$ cat config.mk
export PLATFORM = sky130hd
export DESIGN_NAME = scan_port_ctl
export DESIGN_NICKNAME = d
export VERILOG_FILES = /design/src/rtl/scan_pkg.sv /design/src/rtl/scan_fsm.sv /design/src/rtl/scan_ir.sv /design/src/rtl/scan_dr.sv /design/src/rtl/scan_port_ctl.sv
export SDC_FILE = /design/constraint.sdc
export NUM_CORES = 1
export LEC_CHECK = 0
export BUFFER_PORTS_ARGS = -buffer_cell sky130_fd_sc_hd__buf_2
export CAP_MARGIN = 10
export CORE_MARGIN = 8
export CORE_UTILIZATION = 50
export DETAILED_ROUTE_END_ITERATION = 8
export GPL_TIMING_DRIVEN = 0
export PLACE_DENSITY = 0.86
export SLEW_MARGIN = 20
export SYNTH_ARGS = -nofsm -noshare
export SYNTH_HDL_FRONTEND = slang
export SYNTH_SLANG_ARGS = --single-unit
$ cat constraint.sdc
create_clock -name tck -period 2.14 [get_ports tck]
set_input_delay 0.535 -clock tck [delete_from_list [all_inputs] [get_ports tck]]
set_output_delay 0.535 -clock tck [all_outputs]
set_load 0.05 [all_outputs]
$ cat src/rtl/scan_pkg.sv
package scan_pkg;

  typedef enum logic [3:0] {
    ST_TLR    = 4'd0,
    ST_RTI    = 4'd1,
    ST_SEL_DR = 4'd2,
    ST_CAP_DR = 4'd3,
    ST_SH_DR  = 4'd4,
    ST_EX1_DR = 4'd5,
    ST_PAU_DR = 4'd6,
    ST_EX2_DR = 4'd7,
    ST_UPD_DR = 4'd8,
    ST_SEL_IR = 4'd9,
    ST_CAP_IR = 4'd10,
    ST_SH_IR  = 4'd11,
    ST_EX1_IR = 4'd12,
    ST_PAU_IR = 4'd13,
    ST_EX2_IR = 4'd14,
    ST_UPD_IR = 4'd15
  } tap_st_e;

  localparam int unsigned IR_W = 3;

  localparam logic [IR_W-1:0] OP_EXT  = 3'b000;
  localparam logic [IR_W-1:0] OP_IDC  = 3'b001;
  localparam logic [IR_W-1:0] OP_SMPZ = 3'b010;
  localparam logic [IR_W-1:0] OP_SMP  = 3'b100;
  localparam logic [IR_W-1:0] OP_BYP  = 3'b111;
  localparam logic [IR_W-1:0] IR_CAP  = 3'b001;

  typedef enum logic [1:0] {
    SEL_BYP = 2'd0,
    SEL_ID  = 2'd1,
    SEL_BND = 2'd2
  } dr_sel_e;

  function automatic dr_sel_e op_decode(input logic [IR_W-1:0] op);
    case (op)
      OP_EXT, OP_SMPZ, OP_SMP: op_decode = SEL_BND;
      OP_IDC:                  op_decode = SEL_ID;
      default:                 op_decode = SEL_BYP;
    endcase
  endfunction

endpackage

$ cat src/rtl/scan_fsm.sv
module scan_fsm
  import scan_pkg::*;
(
  input  logic    tck,
  input  logic    por_n,
  input  logic    tms,
  output tap_st_e st
);

  tap_st_e nxt;

  always_comb begin
    case (st)
      ST_TLR:    nxt = tms ? ST_TLR    : ST_RTI;
      ST_RTI:    nxt = tms ? ST_SEL_DR : ST_RTI;
      ST_SEL_DR: nxt = tms ? ST_SEL_IR : ST_CAP_DR;
      ST_CAP_DR: nxt = tms ? ST_EX1_DR : ST_SH_DR;
      ST_SH_DR:  nxt = tms ? ST_EX1_DR : ST_SH_DR;
      ST_EX1_DR: nxt = tms ? ST_UPD_DR : ST_PAU_DR;
      ST_PAU_DR: nxt = tms ? ST_EX2_DR : ST_PAU_DR;
      ST_EX2_DR: nxt = tms ? ST_UPD_DR : ST_SH_DR;
      ST_UPD_DR: nxt = tms ? ST_SEL_DR : ST_RTI;
      ST_SEL_IR: nxt = tms ? ST_TLR    : ST_CAP_IR;
      ST_CAP_IR: nxt = tms ? ST_EX1_IR : ST_SH_IR;
      ST_SH_IR:  nxt = tms ? ST_EX1_IR : ST_SH_IR;
      ST_EX1_IR: nxt = tms ? ST_UPD_IR : ST_PAU_IR;
      ST_PAU_IR: nxt = tms ? ST_EX2_IR : ST_PAU_IR;
      ST_EX2_IR: nxt = tms ? ST_UPD_IR : ST_SH_IR;
      ST_UPD_IR: nxt = tms ? ST_SEL_DR : ST_RTI;
      default:   nxt = ST_TLR;
    endcase
  end

  always_ff @(posedge tck or negedge por_n) begin
    if (!por_n) st <= ST_TLR;
    else        st <= nxt;
  end

endmodule

$ cat src/rtl/scan_ir.sv
module scan_ir
  import scan_pkg::*;
(
  input  logic            tck,
  input  logic            por_n,
  input  logic            tdi,
  input  tap_st_e         st,
  output logic [IR_W-1:0] ir_q,
  output logic            ir_lsb
);

  logic [IR_W-1:0] ir_sr;

  always_ff @(posedge tck or negedge por_n) begin
    if (!por_n) begin
      ir_sr <= IR_CAP;
    end else if (st == ST_CAP_IR) begin
      ir_sr <= IR_CAP;
    end else if (st == ST_SH_IR) begin
      ir_sr <= {tdi, ir_sr[IR_W-1:1]};
    end
  end

  always_ff @(posedge tck or negedge por_n) begin
    if (!por_n)                 ir_q <= OP_IDC;
    else if (st == ST_TLR)      ir_q <= OP_IDC;
    else if (st == ST_UPD_IR)   ir_q <= ir_sr;
  end

  assign ir_lsb = ir_sr[0];

endmodule

$ cat src/rtl/scan_dr.sv
module scan_dr
  import scan_pkg::*;
#(
  parameter int unsigned BSR_LEN = 107,
  parameter int unsigned OE_CELL = 47,
  parameter logic [31:0] ID_WORD = 32'h1
) (
  input  logic               tck,
  input  logic               por_n,
  input  logic               tdi,
  input  tap_st_e            st,
  input  dr_sel_e            sel,
  input  logic [BSR_LEN-1:0] bnd_cap,
  output logic [BSR_LEN-1:0] bnd_upd,
  output logic               dr_lsb
);

  localparam logic [BSR_LEN-1:0] UPD_RST = BSR_LEN'(1) << OE_CELL;

  logic               byp_q;
  logic [31:0]        id_sr;
  logic [BSR_LEN-1:0] bnd_sr;
  logic [BSR_LEN-1:0] cap_vec;
  logic               cap_en, sh_en;

  assign cap_en = (st == ST_CAP_DR);
  assign sh_en  = (st == ST_SH_DR);

  // Each cell loads its pin, except the internal enable cell, which
  // loads its own update value.
  for (genvar i = 0; i < BSR_LEN; i++) begin : g_cap
    if (i == OE_CELL) begin : g_int
      assign cap_vec[i] = bnd_upd[i];
    end else begin : g_pin
      assign cap_vec[i] = bnd_cap[i];
    end
  end

  always_ff @(posedge tck or negedge por_n) begin
    if (!por_n) begin
      byp_q <= 1'b0;
    end else if (sel == SEL_BYP) begin
      if (cap_en)     byp_q <= 1'b0;
      else if (sh_en) byp_q <= tdi;
    end
  end

  always_ff @(posedge tck or negedge por_n) begin
    if (!por_n) begin
      id_sr <= ID_WORD;
    end else if (sel == SEL_ID) begin
      if (cap_en)     id_sr <= ID_WORD;
      else if (sh_en) id_sr <= {tdi, id_sr[31:1]};
    end
  end

  always_ff @(posedge tck or negedge por_n) begin
    if (!por_n) begin
      bnd_sr <= '0;
    end else if (sel == SEL_BND) begin
      if (cap_en)     bnd_sr <= cap_vec;
      else if (sh_en) bnd_sr <= {tdi, bnd_sr[BSR_LEN-1:1]};
    end
  end

  always_ff @(posedge tck or negedge por_n) begin
    if (!por_n) begin
      bnd_upd <= UPD_RST;
    end else if (st == ST_TLR) begin
      bnd_upd[OE_CELL] <= 1'b1;
    end else if (st == ST_UPD_DR && sel == SEL_BND) begin
      bnd_upd <= bnd_sr;
    end
  end

  always_comb begin
    case (sel)
      SEL_ID:  dr_lsb = id_sr[0];
      SEL_BND: dr_lsb = bnd_sr[0];
      default: dr_lsb = byp_q;
    endcase
  end

endmodule

$ cat src/rtl/scan_port_ctl.sv
module scan_port_ctl
  import scan_pkg::*;
#(
  parameter int unsigned BSR_LEN  = 107,
  parameter int unsigned OE_CELL  = 47,
  parameter logic [2:0]  REV_ID   = 3'd2,
  parameter logic [16:0] PART_ID  = 17'h1A5C3,
  parameter logic [10:0] MAKER_ID = 11'h034
) (
  input  logic               tck,
  input  logic               por_n,
  input  logic               tms,
  input  logic               tdi,
  input  logic [BSR_LEN-1:0] bnd_cap,
  output logic               tdo,
  output logic               tdo_en,
  output logic [BSR_LEN-1:0] bnd_upd,
  output logic               extest_sel,
  output logic               extest_oe,
  output logic               force_hiz
);

  localparam logic [31:0] ID_WORD = {REV_ID, PART_ID, MAKER_ID, 1'b1};

  tap_st_e         cur_st;
  logic [IR_W-1:0] ir_q;
  logic            ir_lsb, dr_lsb;
  dr_sel_e         sel;

  scan_fsm u_fsm (
    .tck   (tck),
    .por_n (por_n),
    .tms   (tms),
    .st    (cur_st)
  );

  scan_ir u_ir (
    .tck    (tck),
    .por_n  (por_n),
    .tdi    (tdi),
    .st     (cur_st),
    .ir_q   (ir_q),
    .ir_lsb (ir_lsb)
  );

  assign sel = op_decode(ir_q);

  scan_dr #(
    .BSR_LEN (BSR_LEN),
    .OE_CELL (OE_CELL),
    .ID_WORD (ID_WORD)
  ) u_dr (
    .tck     (tck),
    .por_n   (por_n),
    .tdi     (tdi),
    .st      (cur_st),
    .sel     (sel),
    .bnd_cap (bnd_cap),
    .bnd_upd (bnd_upd),
    .dr_lsb  (dr_lsb)
  );

  always_ff @(negedge tck or negedge por_n) begin
    if (!por_n) begin
      tdo    <= 1'b0;
      tdo_en <= 1'b0;
    end else begin
      tdo    <= (cur_st == ST_SH_IR) ? ir_lsb : dr_lsb;
      tdo_en <= (cur_st == ST_SH_IR) || (cur_st == ST_SH_DR);
    end
  end

  assign extest_sel = (ir_q == OP_EXT);
  assign extest_oe  = extest_sel & bnd_upd[OE_CELL];
  assign force_hiz  = (ir_q == OP_SMPZ);

endmodule

==> flow_summary.json <==
{
  "finalHoldViolCount": 47,
  "vias": 7769,
  "die_x_um": 168,
  "cp.required_ns": 1.60,
  "cts.htree.levels": 1,
  "p_per_area_nw_per_um2": 1140,
  "antenna_left": 0,
  "ys_ff_latch": 259,
  "end_kind": "output port",
  "grt_use_total_pct": 20.6,
  "worstPathArrival_ns": 2.15,
  "critPathSlowestCell": "dfrtn_1",
  "worst_slew_pin_slew_ns": 0.536,
  "ios": 223,
  "clock_sinks": 259,
  "leakagePower_nw": 8.22,
  "slew_viol_final": 0,
  "die_h_um": 168,
  "drtIter0Drc": 492,
  "dpl.hpwl_mm": 18.4,
  "place_ws_ns": -0.526,
  "syn_inst": 794,
  "wire_per_inst_um": 23.1,
  "final_cell_mix": "dfrtp_1 (238), buf_2 (221), mux2_4 (205), mux2_2 (134), clkbuf_16 (38)",
  "start_util_pct": 50.8,
  "overflow": 0,
  "crit_type": "reg2out",
  "synth_area_um2": 11500,
  "path_max_fanout": 1,
  "cp-start-kind": "register",
  "hold_ws_ns": -0.0298,
  "cts_made_buffers": 27,
  "place.gp.congestion": 0.784,
  "dp_cells": 1301,
  "status": "complete, but fails checks",
  "synth_area_per_cell_um2": 14.5,
  "cts.path.max_buffers": 3,
  "synth_nets": 908,
  "rsz0062_at_grt": "yes",
  "synth_edf_count": 0,
  "viasPerCell": 5.47,
  "layout.cells.non_filler": 1419,
  "relSlewSlack_pct": 64.3,
  "fin_skew_ns": 0.0100,
  "cts-root-buf": "clkbuf_16",
  "hold_class": "in2async",
  "antenna_found_initial": 8,
  "clkSlewWorstSetupHoldPaths_ns": 0.06,
  "die_area_um2": 28100,
  "crit_chain": "buf_6",
  "vdd_drop_max_mv": 0.675,
  "grt_pass1_wl_mm": 47.1,
  "ys_seq_area_share_pct": 56.5,
  "num_rows": 55,
  "async_reset_ff_share_pct": 100,
  "dr.pass1.iters": 5,
  "max_stage_delay_ns": 0.40,
  "grt_max_degree": 103,
  "setup_viol": 114,
  "synth-main-ff-cell": "dfrtp_1",
  "violations": "hold timing, setup timing",
  "cts_tree": "yes",
  "maxCapViolations": 0,
  "syn_to_final_growth_pct": 40.3,
  "drive_above_1_share_pct": 67.7,
  "layout_setup_ws_ns": -0.541,
  "wl_mm": 32.8,
  "grt_pass1_vias": 8483,
  "final_common_cell": "dfrtp_1",
  "io_buffers": 220,
  "ys_warn_count": 0,
  "clk_latency_ns": 0.52,
  "cpLargestDelayFamily": "flip-flops",
  "synth.distinct_cells": 44,
  "path_buf_inv": 1,
  "route.detailed.drc": 0,
  "coreArea_um2": 22600,
  "nNetsFinal": 1224
}
==> final timing paths <==
kind | start | endpoint | slack (ns) | cells after the start
hold / removal | por_n | u_dr.bnd_upd[33] | -0.03 | 1
max in group asynchronous | por_n | tdo | 0.33 | 2
hold reg to reg | u_dr.id_sr[30] | u_dr.id_sr[30] | 0.49 | 2
min in group tck | tdi | u_ir.ir_sr[2] | 0.35 | 3
setup / recovery | tdo_en | tdo_en | -0.54 | 1
setup reg to reg | u_ir.ir_q[1] | tdo | -0.45 | 6
==> flip-flops by register name, summed over array words and instances, names as in the netlist <==
register / count
tdo: 1
tdo_en: 1
u_dr.bnd_sr: 107
u_dr.bnd_upd: 107
u_dr.byp_q: 1
u_dr.id_sr: 32
u_fsm.st: 4
u_ir.ir_q: 3
u_ir.ir_sr: 3
==> synth_stat cells, types with 2 or more instances <==
| cell type | instances | area, µm² |
|---|---|---|
| o21ai_0 | 9 | 45.0 |
| and3_1 | 2 | 12.5 |
| mux2i_1 | 16 | 160 |
| buf_1 | 3 | 11.3 |
| nand3b_1 | 2 | 15.0 |
| a21boi_2 | 2 | 22.5 |
| buf_4 | 15 | 113 |
| dfstp_2 | 17 | 447 |
| clkbuf_1 | 9 | 33.8 |
| a21oi_1 | 5 | 25.0 |
| dfrtn_1 | 2 | 50.1 |
| a211oi_1 | 2 | 15.0 |
| nand3_1 | 3 | 15.0 |
| o22ai_1 | 3 | 18.8 |
| nor3_1 | 3 | 15.0 |
| ha_1 | 3 | 37.5 |
| nand2b_1 | 3 | 18.8 |
| nand2_1 | 25 | 93.8 |
| nor3b_1 | 2 | 15.0 |
| a221oi_1 | 2 | 17.5 |
| buf_12 | 3 | 60.1 |
| inv_1 | 21 | 78.8 |
| a31oi_1 | 2 | 12.5 |
| dfrtp_1 | 240 | 6010 |
| nor2_1 | 22 | 82.6 |
| nor2b_1 | 2 | 12.5 |
| mux2_2 | 336 | 3780 |
| buf_2 | 20 | 100 |
| mux2_1 | 3 | 33.8 |
| and2_1 | 3 | 18.8 |
==> metrics by stage <==
stage	setup TNS, ns	hold slack, ns	util [%]	instance area, µm²	power (mW)
6_report	-8.49	-0.0298	71.3	16100	18.5
5_1_grt	-15.81	0.0137	71.3	16100	19.3
4_1_cts	-3.74	-0.0175	67.2	15200	17.2
3_5_place_dp	-48.60	0.457	57.6	13000	11.0
3_3_place_gp	-1059.77	0.457	57.3	13000	10.8
2_1_floorplan	-0.684	0.239	-	11500	9.90
==> cell families after synthesis <==
group | after synthesis | share of synthesized area [%]
AO/OA/AOI/OAI | 29 | 1.65
XOR/XNOR | 1 | 0.0762
adder cells (fa/ha/maj) | 3 | 0.326
buffers and inverters | 73 | 3.68
flip-flops | 259 | 56.5
multiplexers | 355 | 34.6
AND/OR/NAND/NOR | 74 | 3.17
==> report_power, final <==
group	total, mW	switching [mW]	internal (mW)	leakage (nW)
Combinational	7.15	2.97	4.18	4.27
Sequential	6.74	0.797	5.95	3.52
Clock	4.56	1.92	2.64	0.431
Total	18.5	5.69	12.8	8.22
==> worst reg2reg max path, cell delays in order (launching register included) <==
cell and delay [ns]:
dfrtp_2 0.45, a21oi_4 0.21, inv_2 0.08, ha_4 0.17, a22oi_2 0.14, o21ai_2 0.08
mux2_4 0.25
==> routing by layer <==
layer / vias to the layer above / wire (µm) / GRT usage, % / share of wire [%]
met3: 54 / 2150 / 6.70 / 6.6
met2: 237 / 16700 / 34.3 / 51
met1: 4027 / 13100 / 25.0 / 40
li1: 3443 / - / - / -
met5: - / 38 / 0 / 0.12
met4: 8 / 776 / 6.37 / 2.4
==> layout make-up <==
| cell class | count | area (µm²) |
|---|---|---|
| sequential | 259 | 6500 |
| timing repair buffer | 288 | 2180 |
| inverter | 21 | 78.8 |
| antenna | 4 | 10.0 |
| tap | 285 | 357 |
| clock inverter | 11 | 82.6 |
| fill | 1415 | 6500 |
| clock buffer | 38 | 777 |
| buffer | 51 | 656 |
| multi-input combinational | 462 | 5490 |
==> repair_timing <==
action                                  4_1_cts  5_1_grt
gates cloned                                  8       11
endpoints found under the setup margin      199      170
gates resized for setup                     201      184
setup buffers                                38       16
endpoints found under the hold margin        66        0
pin swaps                                     8        4
No activity file was read; power rests on OpenSTA's default activity.
